### config.mk
export PLATFORM = sky130hd
export DESIGN_NAME = exc_entry_ctrl
export DESIGN_NICKNAME = d
export VERILOG_FILES = /design/src/rtl/exc_entry_pkg.sv /design/src/rtl/exc_entry_ctrl_unit.sv /design/src/rtl/exc_entry_datapath.sv /design/src/rtl/exc_entry_ctrl.sv
export SDC_FILE = /design/constraint.sdc
export NUM_CORES = 1
export LEC_CHECK = 0
export BUFFER_PORTS_ARGS = -buffer_cell sky130_fd_sc_hd__buf_4
export CORE_ASPECT_RATIO = 0.6
export CORE_MARGIN = 4
export CORE_UTILIZATION = 35
export CTS_BUF_LIST = sky130_fd_sc_hd__clkbuf_4
export CTS_CLUSTER_SIZE = 12
export DETAILED_ROUTE_END_ITERATION = 12
export PLACE_DENSITY = 0.69
export SETUP_SLACK_MARGIN = 0.15
export SLEW_MARGIN = 10
export SYNTH_ARGS = -nofsm -noshare
export SYNTH_HDL_FRONTEND = slang
export SYNTH_HIERARCHICAL = 1
export SYNTH_SLANG_ARGS = --single-unit
export TNS_END_PERCENT = 100
### constraint.sdc
create_clock -name clk -period 4.45 [get_ports clk]
set_clock_uncertainty 0.1 [all_clocks]
set_input_delay 0.2225 -clock clk [delete_from_list [all_inputs] [get_ports clk]]
set_output_delay 0.2225 -clock clk [all_outputs]
set_load 0.05 [all_outputs]
### src/rtl/exc_entry_pkg.sv
package exc_entry_pkg;
  localparam int PSW_W    = 8;
  localparam int SM_BIT   = 7;
  localparam int IE_BIT   = 6;
  localparam int COND_BIT = 0;

  typedef struct packed {
    logic takeAddr;
    logic takeRsvd;
    logic takeTrap;
    logic takeRte;
    logic wrPsw;
  } excStrobes_t;
endpackage

### src/rtl/exc_entry_ctrl_unit.sv
module exc_entry_ctrl_unit
  import exc_entry_pkg::*;
(
  input  logic        addrExcReq,
  input  logic        rsvdInsnReq,
  input  logic        trapReq,
  input  logic        rteReq,
  input  logic        pswWrEn,
  output excStrobes_t strb
);
  logic anyReq;

  always_comb begin
    strb.takeAddr = addrExcReq;
    strb.takeRsvd = rsvdInsnReq && !addrExcReq;
    strb.takeTrap = trapReq && !addrExcReq && !rsvdInsnReq;
    strb.takeRte  = rteReq && !addrExcReq && !rsvdInsnReq && !trapReq;
    anyReq        = addrExcReq || rsvdInsnReq || trapReq || rteReq;
    strb.wrPsw    = pswWrEn && !anyReq;
  end
endmodule

### src/rtl/exc_entry_datapath.sv
module exc_entry_datapath
  import exc_entry_pkg::*;
#(
  parameter int                ADDR_W       = 32,
  parameter int                TRAP_NUM_W   = 4,
  parameter logic [ADDR_W-1:0] ADDR_EXC_VEC = 32'h0000_0030,
  parameter logic [ADDR_W-1:0] RSVD_VEC     = 32'h0000_0020,
  parameter logic [ADDR_W-1:0] TRAP_OFS     = 32'h0000_0040
) (
  input  logic                  clk,
  input  logic                  rstN,
  input  excStrobes_t           strb,
  input  logic [TRAP_NUM_W-1:0] trapNum,
  input  logic [ADDR_W-1:0]     faultPc,
  input  logic [PSW_W-1:0]      pswWrData,
  input  logic                  evbWrEn,
  input  logic [ADDR_W-1:0]     evbWrData,
  output logic                  redirectValid,
  output logic [ADDR_W-1:0]     redirectPc,
  output logic [PSW_W-1:0]      pswByte,
  output logic [PSW_W-1:0]      bpswByte,
  output logic [ADDR_W-1:0]     bpc,
  output logic [ADDR_W-1:0]     bbpc,
  output logic [ADDR_W-1:0]     evb
);
  localparam logic [PSW_W-1:0] KEEP_MASK = PSW_W'(1) << SM_BIT;

  logic [PSW_W-1:0]  pswN, bpswN;
  logic [ADDR_W-1:0] bpcN, bbpcN, pcN, trapVec, retPc;
  logic              vldN;

  assign trapVec = evb + TRAP_OFS + ADDR_W'({trapNum, 2'b00});
  assign retPc   = {faultPc[ADDR_W-1:2], 2'b00} + ADDR_W'(4);

  always_comb begin
    pswN  = pswByte;
    bpswN = bpswByte;
    bpcN  = bpc;
    bbpcN = bbpc;
    pcN   = redirectPc;
    vldN  = 1'b0;
    if (strb.takeAddr || strb.takeTrap) begin
      bbpcN = bpc;
      bpswN = pswByte;
      pswN  = pswByte & KEEP_MASK;
      bpcN  = strb.takeAddr ? faultPc : retPc;
      pcN   = strb.takeAddr ? ADDR_EXC_VEC : trapVec;
      vldN  = 1'b1;
    end else if (strb.takeRsvd) begin
      bpswN[SM_BIT]   = pswByte[SM_BIT];
      bpswN[IE_BIT]   = pswByte[IE_BIT];
      bpswN[COND_BIT] = pswByte[COND_BIT];
      pswN[IE_BIT]    = 1'b0;
      pswN[COND_BIT]  = 1'b0;
      bpcN            = faultPc;
      pcN             = RSVD_VEC;
      vldN            = 1'b1;
    end else if (strb.takeRte) begin
      pswN[SM_BIT]   = bpswByte[SM_BIT];
      pswN[IE_BIT]   = bpswByte[IE_BIT];
      pswN[COND_BIT] = bpswByte[COND_BIT];
      bpcN           = bbpc;
      pcN            = bpc;
      vldN           = 1'b1;
    end else if (strb.wrPsw) begin
      pswN = pswWrData;
    end
  end

  always_ff @(posedge clk or negedge rstN) begin
    if (!rstN) begin
      pswByte       <= '0;
      bpswByte      <= '0;
      bpc           <= '0;
      bbpc          <= '0;
      evb           <= '0;
      redirectPc    <= '0;
      redirectValid <= 1'b0;
    end else begin
      pswByte       <= pswN;
      bpswByte      <= bpswN;
      bpc           <= bpcN;
      bbpc          <= bbpcN;
      redirectPc    <= pcN;
      redirectValid <= vldN;
      if (evbWrEn) evb <= evbWrData;
    end
  end
endmodule

### src/rtl/exc_entry_ctrl.sv
module exc_entry_ctrl
  import exc_entry_pkg::*;
#(
  parameter int                ADDR_W       = 32,
  parameter int                TRAP_NUM_W   = 4,
  parameter logic [ADDR_W-1:0] ADDR_EXC_VEC = 32'h0000_0030,
  parameter logic [ADDR_W-1:0] RSVD_VEC     = 32'h0000_0020,
  parameter logic [ADDR_W-1:0] TRAP_OFS     = 32'h0000_0040
) (
  input  logic                  clk,
  input  logic                  rstN,
  input  logic                  addrExcReq,
  input  logic                  rsvdInsnReq,
  input  logic                  trapReq,
  input  logic [TRAP_NUM_W-1:0] trapNum,
  input  logic                  rteReq,
  input  logic [ADDR_W-1:0]     faultPc,
  input  logic                  pswWrEn,
  input  logic [PSW_W-1:0]      pswWrData,
  input  logic                  evbWrEn,
  input  logic [ADDR_W-1:0]     evbWrData,
  output logic                  redirectValid,
  output logic [ADDR_W-1:0]     redirectPc,
  output logic [2*PSW_W-1:0]    psw,
  output logic [ADDR_W-1:0]     bpc,
  output logic [ADDR_W-1:0]     bbpc,
  output logic [ADDR_W-1:0]     evb
);
  excStrobes_t      strb;
  logic [PSW_W-1:0] pswByte, bpswByte;

  exc_entry_ctrl_unit i_ctrl (
    .addrExcReq (addrExcReq),
    .rsvdInsnReq(rsvdInsnReq),
    .trapReq    (trapReq),
    .rteReq     (rteReq),
    .pswWrEn    (pswWrEn),
    .strb       (strb)
  );

  exc_entry_datapath #(
    .ADDR_W      (ADDR_W),
    .TRAP_NUM_W  (TRAP_NUM_W),
    .ADDR_EXC_VEC(ADDR_EXC_VEC),
    .RSVD_VEC    (RSVD_VEC),
    .TRAP_OFS    (TRAP_OFS)
  ) i_dp (
    .clk          (clk),
    .rstN         (rstN),
    .strb         (strb),
    .trapNum      (trapNum),
    .faultPc      (faultPc),
    .pswWrData    (pswWrData),
    .evbWrEn      (evbWrEn),
    .evbWrData    (evbWrData),
    .redirectValid(redirectValid),
    .redirectPc   (redirectPc),
    .pswByte      (pswByte),
    .bpswByte     (bpswByte),
    .bpc          (bpc),
    .bbpc         (bbpc),
    .evb          (evb)
  );

  assign psw = {bpswByte, pswByte};
endmodule

==> reports/metrics.yaml <==
routing:
  postRouteAntennaNets: 0
  vias_per_cell: 5.21
  dr.pass1.iters: 4
  routed_wl_mm: 26.5
  vias: 7123
  drt_iter0_drc: 425
  remaining_drc_errors: 0
  wl_per_cell_um: 19.4
setup_path:
  r2r_end: "i_dp/redirectPc[24]"
  r2r_start: "i_dp/evb[2]"
  crit_path_start_kind: "input pin"
  worstPathArrival_ns: 4.11
  worst-path-max-fanout: 40
  crit_required_ns: 4.87
  reg2regPathDepth: 8
  path_delay_family: "simple AND/OR/NAND/NOR gates"
  cpMostUsedCell: "dlygate4sd3_1"
  path_class: "in2reg"
  path_cells: "dlygate4sd3_1 -> buf_4 -> nor3b_2 -> or2_2 -> nand4_2 -> nor4_2 -> nor3_1 -> a221oi_1 -> dlygate4sd3_1"
  setup.worst_path.end_class: "flip-flop"
  r2r_setup_slack_ns: 1.94
  crit_buf_inv: 3
  slowest_stage: "or2_2"
  cpPeakStageDelay_ns: 0.80
layout:
  n_antenna_cell: 0
  final_common_cell: "buf_4"
  nNetsFinal: 1166
  final_cells: 1367
  drive_above_1_share_pct: 30.3
  num-fill-cells: 1949
  final_core_util_pct: 50.7
  final_cell_mix: "239 x buf_4, 149 x nand2_1, 145 x dfrtp_1"
  synthToLayoutAreaGrowth_pct: 42.1
synthesis:
  synth_area_leaders: "dfrtp_1 48%, nand2_1 7.4%, mux2_2 5.1%"
  synth.yosys.seq_area_share_pct: 48.3
  synth.distinct_cells: 69
  yosysTopAreaCell: "dfrtp_1"
  syn-num-nets: 861
  synth_cells: 771
  syn_avg_cell_area_um2: 9.74
  synth_edf_count: 0
  async_flop_share_pct: 100
  synthesis.area_mm2: 0.00751
  synth_top_area_share_pct: 48.3
  synth-main-ff-cell: "dfrtp_1"
  yosysWarnings: 6
  ys_ff_latch: 145
pwr:
  p_leak_nw: 4.83
  powerDensity_mw_per_mm2: 348
  ir_worst_vdd_mv: 0.183
  finalPower_mw: 3.71
global_routing:
  track_usage_pct: 22.2
  antenna_found_initial: 0
  grt_pass1_vias: 7283
  grt_first_pass_wirelength_mm: 41.3
  grt_max_degree: 85
  grt_overflow_total: 0
sta:
  finalHoldViolCount: 0
  fin_setup_tns_ns: 0
  grt_setup_unrepaired: "no"
  setup_viol: 0
  finalCriticalPeriod_ns: 3.69
  tightest_slew_ns: 0.892
  fin_crit_sh_pct: 83.0
  fmax_mhz: 271
  slew_headroom_pct: 40.5
  finalMaxSlewViolations: 0
clock_network:
  cts_buffers: 17
  cts-root-buf: "clkbuf_4"
  clock_latency_ns: 0.57
  cts_tree: "done"
  cts_sinks: 145
  htreeDepth: 4
  cts_max_path_buffers: 2
  ctsHoldBuffers: 93
  post_cts_buffers: 0
  cts_resized: 0
  clkSlewWorstSetupHoldPaths_ns: 0.15
worst_hold_path:
  hold_path_depth: 2
  min_path_type: "in2reg"
  hp-start: "evbWrEn"
  holdPathEnd: "i_dp/evb[3]"
flow_run:
  drv_cap: 0
floorplan:
  die_y_um: 121
  design.core.area_mm2: 0.0210
  ios: 229
  die_area_mm2: 0.0239
  fp-row-count: 41
  start_util_pct: 35.7
  fp.dieW_um: 197
status:
  status: "completed"
place:
  port_buffers: 228
  hpwlAfterDp_mm: 18.7
  dp.cells: 1243
  gp_congestion: 0.853
## synthesized netlist by cell type, types with 5 or more instances
library cell	n
ha_1	5
nand2_1	149
o2bb2ai_1	12
inv_1	9
a21oi_1	50
nand3_1	20
xnor2_1	7
o21ai_0	41
and4_1	10
nor2b_1	8
clkbuf_1	25
nor3_1	15
a211oi_1	12
xor2_1	21
buf_1	7
and3_1	8
o22ai_1	8
dfrtp_1	145
mux2_2	34
a221oi_1	7
nor2_1	40
mux2i_1	33
buf_2	11
nand4_1	18
## layout make-up
type	count	area [um^2]	share of cell area (%)
inverters	10	37.5	0.352
flip-flops and latches	145	3630	34.0
repair buffers	333	2740	25.6
multi-input cells	569	3660	34.3
well taps	279	349	3.27
clock buffers	17	128	1.20
clock inverters	14	133	1.24
## worst max-delay path by stage
stage	cells past startpoint	end	slack [ns]	startpoint
2_1_floorplan	8	i_dp/redirectPc[20]	1.88	i_dp/evb[2]
3_3_place_gp	7	i_dp/bpc[22]	1.33	addrExcReq
3_5_place_dp	7	i_dp/bpc[22]	1.30	addrExcReq
4_1_cts	9	i_dp/bpc[22]	0.88	addrExcReq
5_1_grt	9	i_dp/bpc[22]	0.48	addrExcReq
6_report	9	i_dp/bpc[22]	0.76	addrExcReq
## power by group
| part | internal (mW) | leakage [nW] | total [mW] | switching [mW] |
|---|---|---|---|---|
| Combinational | 0.435 | 2.93 | 1.27 | 0.831 |
| Clock | 0.284 | 0.133 | 0.835 | 0.551 |
| Sequential | 1.45 | 1.77 | 1.61 | 0.160 |
## metrics by stage
stage          area [um^2]  worst slack [ns]  hold slack [ns]
2_1_floorplan         7510              1.88           -0.173
3_5_place_dp          9480              1.30            0.250
4_1_cts              10700             0.878          0.00365
6_report             10700             0.756           0.0651
5_1_grt              10700             0.479           0.0485
3_3_place_gp          9480              1.33            0.243
## flip-flops by register name, summed over array words and instances, names as in the netlist
| name | cells |
|---|---|
| i_dp/bbpc | 32 |
| i_dp/bpc | 32 |
| i_dp/bpswByte | 8 |
| i_dp/evb | 32 |
| i_dp/pswByte | 8 |
| i_dp/redirectPc | 32 |
| i_dp/redirectValid | 1 |
## cells by family (layout without fill, tap and decap cells)
family,after synthesis,in the layout,share of synthesized area (%)
xor gates and xnor gates,28,28,3.27
and+or+nand+nor,303,303,20.5
AOI/OAI and AO/OA,164,164,13.9
adders and majority gates,6,6,1.10
buffers and inverters,57,374,3.23
muxes,68,68,9.70
DFF,145,145,48.3
## worst register-to-register path, cell delays in order, from the launching register on
cell and delay (ns):
dfrtp_1 0.40, ha_1 0.21, inv_1 0.06, fa_1 0.42
and3b_1 0.31, nor2_1 0.18, nor4_1 0.45, xnor2_1 0.20
a21oi_1 0.10
## routing by layer
layer	wire [um]	global-route usage [%]
met1	12200	31.3
met2	11800	33.6
met3	2240	6.52
met4	281	5.45
met5	0	0
Power figures use the tool's default switching activity.
